<file path="src/rtl/gpio_mw_bank.sv">
module gpio_mw_bank #(
  parameter int          NPINS   = 32,
  parameter int          AW      = 8,
  parameter logic [31:0] VERSION = 32'h01000C2B
) (
  input  logic          clk,
  input  logic          rst_n,
  input  logic          bus_sel,
  input  logic          bus_wr,
  input  logic [AW-1:0] bus_addr,
  input  logic [31:0]   bus_wdata,
  output logic [31:0]   bus_rdata,
  input  logic [NPINS-1:0] pin_in,
  output logic [NPINS-1:0] pin_out,
  output logic [NPINS-1:0] pin_oe
);
  localparam int HW     = 16;
  localparam int HALVES = NPINS / HW;

  localparam logic [AW-1:0] OFF_OUT = AW'(8'h00);
  localparam logic [AW-1:0] OFF_DIR = AW'(8'h08);
  localparam logic [AW-1:0] OFF_EXT = AW'(8'h70);
  localparam logic [AW-1:0] OFF_VER = AW'(8'h78);

  logic [NPINS-1:0] out_q, dir_q, sync1_q, sync2_q;
  logic             wen;

  assign wen     = bus_sel && bus_wr;
  assign pin_out = out_q;
  assign pin_oe  = dir_q;

  for (genvar h = 0; h < HALVES; h++) begin : g_half
    logic [AW-1:0] a_out, a_dir;
    logic [HW-1:0] msk, dat;
    assign a_out = OFF_OUT + AW'(4 * h);
    assign a_dir = OFF_DIR + AW'(4 * h);
    assign msk   = bus_wdata[31:16];
    assign dat   = bus_wdata[15:0];

    always_ff @(posedge clk or negedge rst_n) begin
      if (!rst_n) begin
        out_q[h*HW +: HW] <= '0;
        dir_q[h*HW +: HW] <= '0;
      end else if (wen) begin
        if (bus_addr == a_out)
          out_q[h*HW +: HW] <= (out_q[h*HW +: HW] & ~msk) | (dat & msk);
        if (bus_addr == a_dir)
          dir_q[h*HW +: HW] <= (dir_q[h*HW +: HW] & ~msk) | (dat & msk);
      end
    end
  end

  always_ff @(posedge clk or negedge rst_n) begin
    if (!rst_n) begin
      sync1_q <= '0;
      sync2_q <= '0;
    end else begin
      sync1_q <= pin_in;
      sync2_q <= sync1_q;
    end
  end

  always_comb begin
    bus_rdata = '0;
    for (int h = 0; h < HALVES; h++) begin
      if (bus_addr == OFF_OUT + AW'(4 * h)) bus_rdata = {16'h0, out_q[h*HW +: HW]};
      if (bus_addr == OFF_DIR + AW'(4 * h)) bus_rdata = {16'h0, dir_q[h*HW +: HW]};
    end
    if (bus_addr == OFF_EXT) bus_rdata = 32'(sync2_q);
    if (bus_addr == OFF_VER) bus_rdata = VERSION;
  end

  logic [1:0] age_q;
  always_ff @(posedge clk or negedge rst_n) begin
    if (!rst_n)           age_q <= '0;
    else if (age_q != 2'd2) age_q <= age_q + 2'd1;
  end

  logic split_hit;
  assign split_hit = (bus_addr == 8'h00) || (bus_addr == 8'h04) ||
                     (bus_addr == 8'h08) || (bus_addr == 8'h0C);

  assert_unmapped_write_R9: assert property (@(posedge clk) disable iff (!rst_n)
    (wen && !split_hit) |=> ($stable(pin_out) && $stable(pin_oe)));

  assert_empty_mask_R4: assert property (@(posedge clk) disable iff (!rst_n)
    (wen && bus_wdata[31:16] == 16'h0) |=> ($stable(pin_out) && $stable(pin_oe)));

  assert_full_mask_low_R2: assert property (@(posedge clk) disable iff (!rst_n)
    (wen && bus_addr == 8'h00 && bus_wdata[31:16] == 16'hFFFF)
      |=> (pin_out[15:0] == $past(bus_wdata[15:0])));

  assert_full_mask_high_R3: assert property (@(posedge clk) disable iff (!rst_n)
    (wen && bus_addr == 8'h04 && bus_wdata[31:16] == 16'hFFFF)
      |=> (pin_out[31:16] == $past(bus_wdata[15:0])));

  assert_dir_full_R5: assert property (@(posedge clk) disable iff (!rst_n)
    (wen && bus_addr == 8'h08 && bus_wdata[31:16] == 16'hFFFF)
      |=> (pin_oe[15:0] == $past(bus_wdata[15:0])));

  assert_split_upper_zero_R6: assert property (@(posedge clk) disable iff (!rst_n)
    split_hit |-> (bus_rdata[31:16] == 16'h0));

  assert_sync_delay_R7: assert property (@(posedge clk) disable iff (!rst_n)
    (age_q == 2'd2 && bus_addr == 8'h70) |-> (bus_rdata == 32'($past(pin_in, 2))));
endmodule

</file>
<file path="config.mk">
export PLATFORM = sky130hd
export DESIGN_NAME = gpio_mw_bank
export DESIGN_NICKNAME = d
export VERILOG_FILES = /design/src/rtl/gpio_mw_bank.sv
export SDC_FILE = /design/constraint.sdc
export NUM_CORES = 1
export LEC_CHECK = 0
export ABC_AREA = 1
export BUFFER_PORTS_ARGS = -buffer_cell sky130_fd_sc_hd__buf_2
export CORE_UTILIZATION = 50
export CTS_CLUSTER_SIZE = 8
export DETAILED_ROUTE_END_ITERATION = 6
export PLACE_DENSITY = 0.86
export REMOVE_ABC_BUFFERS = 1
export SETUP_SLACK_MARGIN = 0.5
export SYNTH_ARGS = -nofsm -noshare
export SYNTH_HDL_FRONTEND = slang
export SYNTH_SLANG_ARGS = --single-unit
</file>
<file path="constraint.sdc">
create_clock -name clk -period 1.44 [get_ports clk]
set_input_delay 0.144 -clock clk [delete_from_list [all_inputs] [get_ports clk]]
set_output_delay 0.144 -clock clk [all_outputs]
set_load 0.01 [all_outputs]
</file>
==> reports/summary.txt, run 1 <==
================================================================================
Result of the run                                                   did not finish
Halt point of the flow                                              global routing (5_1_grt)
Tool Error                                                          [ERROR DPL-0038] Utilization greater than 100%, impossible to legalize
I/O Pins                                                                     172
Area of the mapped netlist                                             5235 um^2
Placed cell count                                                            880
Detailed placement HPWL                                                 10.31 mm
Root buf cell                                                       sky130_fd_sc_hd__clkbuf_8
Number of register bits inferred by synthesis                                128
Count of distinct cell types in the synthesized netlist                       28
Number of port buffers                                                       171
Primary flip-flop cell chosen by synthesis mapping                  sky130_fd_sc_hd__dfrtp_1
Chip height                                                             104.3 um
Mean Syn Cell Area                                                    9.449 um^2
Pin count of the biggest net entering global routing                          75
List of most frequent post-synthesis cells                          sky130_fd_sc_hd__nand2_1 (189), sky130_fd_sc_hd__dfrtp_1 (128), sky130_fd_sc_hd__o21ai_1 (48), sky130_fd_sc_hd__nor2_1 (43), sky130_fd_sc_hd__nand3_1 (36)
Crit. endpoint post-GRT repair                                      bus_rdata[4]
Share of async-settable or async-resettable flops after synthesis          1.000
Maximum root-to-sink buffer count                                              2
Num rows                                                                      36
H-tree depth                                                                   4
Dominant cell by count in the synthesized netlist                   sky130_fd_sc_hd__nand2_1
Effective utilization at floorplan                                        0.5259
DIE WIDTH                                                               104.3 um
Most area-consuming cells after synthesis                           sky130_fd_sc_hd__dfrtp_1 (61%), sky130_fd_sc_hd__nand2_1 (14%), sky130_fd_sc_hd__o21ai_1 (4.6%)
Number of enable flip-flop cells after synthesis                               0
Number of warning messages in the yosys log                                    0
Synth Instances                                                              554
Number of clock sinks                                                        128
Worst EP kind                                                        output port
Area fraction of the dominant cell type after synthesis                   0.6119
Number of buffers created by CTS                                              17
Sequential share of the synthesized area                                  0.6119
Cell type contributing the most total cell area after synthesis     sky130_fd_sc_hd__dfrtp_1
GPL Wtd Cong                                                              0.8031
================================================================================
## per-stage QoR
stage	util	setup slack [ps]	TNS, ps	area (um^2)	hold slack (ps)
2_1_floorplan	-	-345.7	-10140	5140	-151.6
3_3_place_gp	0.6572	-159.0	-6496	6543	-51.39
3_5_place_dp	0.6572	-212.1	-10290	6543	-51.23
4_1_cts	0.9285	-89.74	-1079	9243	174.6
## timing repair
action | in CTS
gates resized for setup | 243
cloned | 5
setup buffers | 50
endpoints found under the hold margin | 224
pin swaps | 54
endpoints found under the setup margin | 158
hold buffers | 66
## cell families after synthesis
| group | count (synthesis) | share of synthesized area |
|---|---|---|
| buffers and inverters | 44 | 0.03896 |
| and+or+nand+nor | 303 | 0.2639 |
| AOI/OAI and AO/OA | 79 | 0.08532 |
| DFF | 128 | 0.6119 |
==> inputs of run 2 (changes only) <==
CORE_UTILIZATION = 35   (was 50)
CTS_CLUSTER_SIZE = not set   (was 8)
PLACE_DENSITY = not set   (was 0.86)
PLACE_DENSITY_LB_ADDON = 0.15   (was not set)
SETUP_SLACK_MARGIN = not set   (was 0.5)
==> reports/summary.txt, run 2 <==
=================================================================================
Pin count of the biggest net entering global routing                           54
Number of global-route vias before repair                                    4721
Final Hold Fails                                                                0
Cell type contributing the most total cell area after synthesis      sky130_fd_sc_hd__dfrtp_1
Primary flip-flop cell chosen by synthesis mapping                   sky130_fd_sc_hd__dfrtp_1
Area growth from synthesis to layout                                       50.86%
DIE WIDTH                                                                124.3 um   +19%
P_leak                                                                   4.104 nW
Total power divided by cell area                                     1098 nW/um^2
H-tree depth                                                                    4   unchanged
Share of async-settable or async-resettable flops after synthesis           1.000   unchanged
GPL Wtd Cong                                                               0.8399   +4.6%
CORE AREA                                                              14590 um^2
Fill cells                                                                   1314
Placed cell count                                                             932   +5.9%
Worst Tran Pin Value                                                     294.0 ps
Count of distinct cell types in the synthesized netlist                        28   unchanged
Min setup slack post-route                                              -95.81 ps
Drt first pass iters                                                            4
Root buf cell                                                        sky130_fd_sc_hd__clkbuf_16
Part of the cycle the worst path needs                                      1.067
Synth Instances                                                               554   unchanged
Setup repair after global routing missed its margin                          true
Post-layout minimum cycle time                                            1536 ps
Maximum root-to-sink buffer count                                               2   unchanged
Dominant cell by count in the synthesized netlist                    sky130_fd_sc_hd__nand2_1
Number of setup violations in the final report                                 15
Worst setup path class                                                  in -> out
Data required time of the worst path                                      1300 ps
Number of antenna violations at the first check in global routing               2
Worst Setup End Kind                                                   output pin
Number of register bits inferred by synthesis                                 128   unchanged
R2R depth                                                                       3
I/O Pins                                                                      172   unchanged
Num rows                                                                       44   +22%
Final Slew Violations                                                           0
Failing checks                                                       negative setup slack
Maximum net fanout on the critical path                                         7
Number of violations of the max-capacitance limit                               0
Number of vias per cell after detailed routing                              4.694
Total DRC errors in the routed layout                                           0
Highest attainable clock frequency                                     0.6511 GHz
Data arrival at the endpoint of the critical path                         1390 ps
Area of the die                                                        15450 um^2
Average detailed-routed wire length per instance                         15.62 um
Via count of the routed design                                               4746
First-pass GRT wire length                                               25.14 mm
Headroom to the max-slew limit                                             0.8040
Effective utilization at floorplan                                         0.3588   -0.1671
Number of DRC markers after the initial detailed-route iteration              244
Antenna-violating nets left                                                     0
Max IR drop VDD                                                         0.7205 mV
Final Non-Filler Cells                                                       1011
Mean Syn Cell Area                                                     9.449 um^2   unchanged
Hold depth                                                                      3
Area of the mapped netlist                                              5235 um^2   unchanged
Post-layout net count                                                         889
Final routed wirelength across all metal layers                          15.79 mm
Placed cell area                                                        6593 um^2   +0.76%
Worst slack on hold paths                                                12.20 ps
Overflow left after global routing                                              0
Insertion delay of the later-clocked pin in the worst-skew pair            420 ps
Worst hold path type                                                    in -> reg
Result of the run                                                    finished, violations left
Setup slack on the worst flop-to-flop path                                 680 ps
List of most frequent post-synthesis cells                           sky130_fd_sc_hd__nand2_1 (189), sky130_fd_sc_hd__dfrtp_1 (128), sky130_fd_sc_hd__o21ai_1 (48), sky130_fd_sc_hd__nor2_1 (43), sky130_fd_sc_hd__nand3_1 (36)
Number of buffers created by CTS                                               17   unchanged
Sequential share of the synthesized area                                   0.6119   unchanged
Most area-consuming cells after synthesis                            sky130_fd_sc_hd__dfrtp_1 (61%), sky130_fd_sc_hd__nand2_1 (14%), sky130_fd_sc_hd__o21ai_1 (4.6%)
Number of enable flip-flop cells after synthesis                                0   unchanged
Number of warning messages in the yosys log                                     0   unchanged
Beginning of the worst hold path                                     bus_wdata[23]
Most common library cell in the layout ignoring fill and taps        sky130_fd_sc_hd__nand2_1
Post-placement setup slack                                              -203.9 ps   +8.172 ps
Area fraction of the dominant cell type after synthesis                    0.6119   unchanged
Detailed placement HPWL                                                  11.12 mm   +7.8%
Clock Skew                                                               2.161 ps
Startpoint Class                                                       input port
Chip height                                                              124.3 um   +19%
TritonCTS clock tree                                                         done
Number of port buffers                                                        171   unchanged
Commonest cells after routing, fill and taps aside                   sky130_fd_sc_hd__nand2_1 (174), sky130_fd_sc_hd__buf_2 (163), sky130_fd_sc_hd__dfrtp_1 (128), sky130_fd_sc_hd__o21ai_1 (49), sky130_fd_sc_hd__dlygate4sd3_1 (38)
Proportion of layout cells with a drive suffix above 1                     0.3947
Final design instance area without fill                                 7898 um^2
Number of clock sinks                                                         128   unchanged
Register clock-pin slew on the reported worst setup and hold paths          60 ps
Total routing usage reported by global routing                             0.2114
=================================================================================
## run 2: cell counts after synthesis
No cell type changed its count.
## run 2: worst max-delay path by stage
stage	from	to	cells after the start
final	bus_addr[0]	bus_rdata[12]	11
after global routing	bus_addr[0]	bus_rdata[8]	11
after CTS	bus_addr[0]	bus_rdata[7]	11
after detailed placement	bus_addr[1]	bus_rdata[7]	11
after global placement	bus_addr[1]	bus_rdata[14]	11
after floorplan	bus_addr[1]	bus_rdata[7]	7
## run 2: layer usage
metal  global-route usage  part of all wire  up-vias
met5                    0                 0        -
met4              0.08717             0.022        0
met3              0.06400             0.061       26
met2               0.3497              0.50      157
met1               0.2558              0.42     2248
li1                     -                 -     2315
## run 2: what timing repair did
item	CTS	global route
resized for setup	43	27
hold endpoints to repair	165	0
setup buffers	3	5
endpoints found under the setup margin	28	27
hold buffers	38	0
pin swaps	28	10
## run 2: area by class of cell
cell class                 instances  area [um^2]  area share
antenna                            1        2.502   0.0003169
clock buffer                      17        425.4     0.05387
clock inverter                    15        175.2     0.02218
inverter                          29        108.9     0.01378
multi-input combinational        382         2012      0.2548
sequential                       128         3203      0.4056
tap                              184        230.2     0.02915
timing repair buffer             255         1740      0.2204
## run 2: kinds of logic after synthesis
group	Yosys count	synth area share
simple gates	303	0.2639
compound gates	79	0.08532
buf+inv	44	0.03896
flops	128	0.6119
## run 2: power by group
| part | internal [W] | switching [W] |
|---|---|---|
| clock | 0.00260 | 0.00175 |
| combinational | 0.000248 | 0.000313 |
| sequential | 0.00371 | 0.0000480 |
| total | 0.00656 | 0.00211 |
## run 2: critical path, cell delays in order
cell and delay (ps):
sky130_fd_sc_hd__buf_8 100, sky130_fd_sc_hd__nor2_4 110, sky130_fd_sc_hd__buf_6 150, sky130_fd_sc_hd__nand2_4 80, sky130_fd_sc_hd__nor2_8 140, sky130_fd_sc_hd__buf_4 180
sky130_fd_sc_hd__nand3_1 80, sky130_fd_sc_hd__nand3_1 100, sky130_fd_sc_hd__nor2_1 50, sky130_fd_sc_hd__nor2_1 120, sky130_fd_sc_hd__buf_2 140
## run 2: metrics by stage
stage               total power, W  setup TNS [ps]    util
floorplan                 0.003939          -10140       -
CTS                       0.008751          -950.2  0.5322
global route              0.008988           -2363  0.5413
detailed placement        0.004274           -7080  0.4519
global placement          0.004261           -7104  0.4519
finish                    0.008671          -561.4  0.5413
(Power assumes the default switching activity.)
==> inputs of run 3 (changes only) <==
ABC_AREA = not set   (was 1)
==> reports/summary.txt, run 3 <==
=================================================================================
Result of the run                                                    finished, violations left
Failing checks                                                       negative setup slack
Area growth from synthesis to layout                                       62.34%
Pin count of the biggest net entering global routing                           47   -13%
Most common library cell in the layout ignoring fill and taps        sky130_fd_sc_hd__buf_2
Clock Skew                                                               5.532 ps   +3.371 ps
H-tree depth                                                                    4   unchanged
List of most frequent post-synthesis cells                           sky130_fd_sc_hd__dfrtp_1 (128), sky130_fd_sc_hd__nand2_1 (79), sky130_fd_sc_hd__mux2_1 (64), sky130_fd_sc_hd__and2_1 (19), sky130_fd_sc_hd__mux2i_1 (11)
Maximum net fanout on the critical path                                         6   -1
Multi-input gate area                                                   2128 um^2   +5.8%
Sequential share of the synthesized area                                   0.6252   +0.01330
Primary flip-flop cell chosen by synthesis mapping                   sky130_fd_sc_hd__dfrtp_1
Number of enable flip-flop cells after synthesis                                0   unchanged
Insertion delay of the later-clocked pin in the worst-skew pair            410 ps   about the same
Via count of the routed design                                               4210   -11%
TritonCTS clock tree                                                         done
Root buf cell                                                        sky130_fd_sc_hd__clkbuf_16
Count of distinct cell types in the synthesized netlist                        34   +21%
Worst Tran Pin Value                                                     403.6 ps   +109.6 ps
Total inserted antenna cells                                                    0   -1
Area of the mapped netlist                                              5124 um^2   -2.1%
Number of global-route vias before repair                                    4374   -7.4%
Total DRC errors in the routed layout                                           0   unchanged
Share of async-settable or async-resettable flops after synthesis           1.000   unchanged
Beginning of the worst hold path                                     bus_wdata[19]
Post-layout net count                                                         754   -15%
Register area                                                           3203 um^2   unchanged
Worst setup path class                                                  in -> reg
Commonest cells after routing, fill and taps aside                   sky130_fd_sc_hd__buf_2 (145), sky130_fd_sc_hd__dfrtp_1 (128), sky130_fd_sc_hd__nand2_1 (49), sky130_fd_sc_hd__dlygate4sd3_1 (49), sky130_fd_sc_hd__buf_6 (48)
DIE WIDTH                                                                123.0 um   -1.1%
Detailed placement HPWL                                                  10.47 mm   -5.8%
Drt first pass iters                                                            4   unchanged
Fill cells                                                                   1196   -9.0%
Worst Setup End Kind                                                     register
CORE AREA                                                              14100 um^2   -3.4%
Total Negative Setup Slacks                                             -22150 ps   -21590 ps
Max IR drop VDD                                                         0.6971 mV   -3.2%
Synth Instances                                                               387   -30%
Effective utilization at floorplan                                         0.3635   +0.004649
Number of port buffers                                                        171   unchanged
Part of the cycle the worst path needs                                      1.260   +0.1935
Final Slew Violations                                                           0   unchanged
GPL Wtd Cong                                                               0.8338   -0.73%
Maximum root-to-sink buffer count                                               2   unchanged
Final Hold Fails                                                                0   unchanged
Average detailed-routed wire length per instance                         17.97 um   +15%
Mean Syn Cell Area                                                     13.24 um^2   +40%
Cell type contributing the most total cell area after synthesis      sky130_fd_sc_hd__dfrtp_1
Area fraction of the dominant cell type after synthesis                    0.6252   +0.01330
Chip height                                                              123.0 um   -1.1%
Post-layout minimum cycle time                                            1814 ps   +278.7 ps
Utilization of the core after routing                                      0.5901   +0.04876
Proportion of layout cells with a drive suffix above 1                     0.5275   +0.1329
I/O Pins                                                                      172   unchanged
Number of violations of the max-capacitance limit                               0   unchanged
Number of buffers created by CTS                                               17   unchanged
Final routed wirelength across all metal layers                          15.63 mm   -1.0%
First-pass GRT wire length                                               23.65 mm   -5.9%
P_leak                                                                   4.292 nW   +4.6%
Number of setup violations in the final report                                 80   +65
Number of vias per cell after detailed routing                              4.839   +3.1%
R2R depth                                                                       2   -1
Number of warning messages in the yosys log                                     0   unchanged
Hold depth                                                                      3   unchanged
Headroom to the max-slew limit                                             0.7310   -0.07304
Most area-consuming cells after synthesis                            sky130_fd_sc_hd__dfrtp_1 (63%), sky130_fd_sc_hd__mux2_1 (14%), sky130_fd_sc_hd__nand2_1 (5.8%)
Highest attainable clock frequency                                     0.5511 GHz   -15%
Min setup slack post-route                                              -374.5 ps   -278.7 ps
Data arrival at the endpoint of the critical path                         2110 ps   +720 ps
Overflow left after global routing                                              0   unchanged
Setup slack on the worst flop-to-flop path                                 500 ps   -180 ps
Worst slack on hold paths                                                64.67 ps   +52.47 ps
Register clock-pin slew on the reported worst setup and hold paths          60 ps   about the same
Num rows                                                                       43   -2.3%
Antenna-violating nets left                                                     0   unchanged
Total power divided by cell area                                     1010 nW/um^2   -8.0%
Total routing usage reported by global routing                             0.2155   +0.004146
Data required time of the worst path                                      1740 ps   +440 ps
Number of antenna violations at the first check in global routing               0   -2
Startpoint Class                                                       input port
Number of clock sinks                                                         128   unchanged
Number of register bits inferred by synthesis                                 128   unchanged
Worst hold path type                                                    in -> reg
Number of DRC markers after the initial detailed-route iteration              142   -42%
Setup repair after global routing missed its margin                          true
Dominant cell by count in the synthesized netlist                    sky130_fd_sc_hd__dfrtp_1
Area of the die                                                        15130 um^2   -2.1%
=================================================================================
run 3: changes by cell type after synthesis, moves of 7 or more:
cell / change
sky130_fd_sc_hd__o21ai_1: -44
sky130_fd_sc_hd__nand2_2: -13
sky130_fd_sc_hd__a221oi_1: +8
sky130_fd_sc_hd__nand3_1: -32
sky130_fd_sc_hd__nor2_1: -35
sky130_fd_sc_hd__o2bb2ai_1: +7
sky130_fd_sc_hd__and2_1: +19
sky130_fd_sc_hd__mux2_1: +64
sky130_fd_sc_hd__o21ai_0: -10
sky130_fd_sc_hd__nand2_1: -110
sky130_fd_sc_hd__inv_1: -27
sky130_fd_sc_hd__mux2i_1: +11
run 3: area by class of cell:
| cell class | instances | share of cell area |
|---|---|---|
| multi-input cells | 243 | 0.2559 |
| repair buffers | 287 | 0.2644 |
| flip-flops and latches | 128 | 0.3851 |
| clock buffers | 21 | 0.05656 |
| well taps | 180 | 0.02708 |
| clock inverters | 10 | 0.01053 |
| inverters | 1 | 0.0004513 |
run 3: where the power goes:
part	switching [W]	internal, W	total [W]
clock	0.00154	0.00248	0.00402
combinational	0.000302	0.000318	0.000620
sequential	0.0000450	0.00372	0.00376
total	0.00189	0.00652	0.00840
run 3: cells by family (layout without fill, tap and decap cells):
family,count (synthesis),after routing,share of synthesized area
AND/OR/NAND/NOR,126,126,0.1238
multiplexers,80,80,0.1819
buffers and inverters,16,319,0.01856
flip-flops,128,128,0.6252
AO/OA/AOI/OAI,37,37,0.05055
run 3: worst max path at each step:
stage                 from             to  slack, ps
2_1_floorplan  bus_addr[1]   bus_rdata[1]       -710
3_3_place_gp   bus_addr[4]       register       -560
3_5_place_dp   bus_addr[4]       register       -560
4_1_cts        bus_addr[6]   bus_rdata[2]       -360
5_1_grt        bus_addr[6]  bus_rdata[14]       -440
6_report       bus_addr[6]       register       -370
run 3: per-stage QoR:
step           setup slack (ps)  instances  power [W]  cell area, um^2
6_report                 -374.5        870   0.008405             8318
5_1_grt                  -439.3        870   0.008734             8318
4_1_cts                  -363.8        870   0.008478             8190
3_5_place_dp             -560.2        763   0.004274             6472
3_3_place_gp             -559.5        763   0.004259             6472
2_1_floorplan            -712.7        372   0.003906             5032
run 3: critical path, cell delays in order:
cell and delay [ps]:
sky130_fd_sc_hd__buf_6 90, sky130_fd_sc_hd__or4_4 550, sky130_fd_sc_hd__buf_4 150, sky130_fd_sc_hd__buf_6 100, sky130_fd_sc_hd__buf_6 120, sky130_fd_sc_hd__nor4_4 240, sky130_fd_sc_hd__buf_4 190, sky130_fd_sc_hd__buf_6 150
sky130_fd_sc_hd__nand2_1 70, sky130_fd_sc_hd__mux2_4 300
run 3: what timing repair did:
item | in CTS | in global routing
endpoints found under the setup margin | 80 | 96
gates cloned | 3 | 0
setup buffers | 24 | 3
hold buffers | 49 | 0
gates resized for setup | 94 | 48
pin swaps | 35 | 8
hold endpoints to repair | 128 | 0
run 3: layer usage:
metal  GRT usage  share of wire
met5           0              0
met4     0.06928          0.010
met3     0.07011          0.064
met2      0.3557           0.50
met1      0.2672           0.43
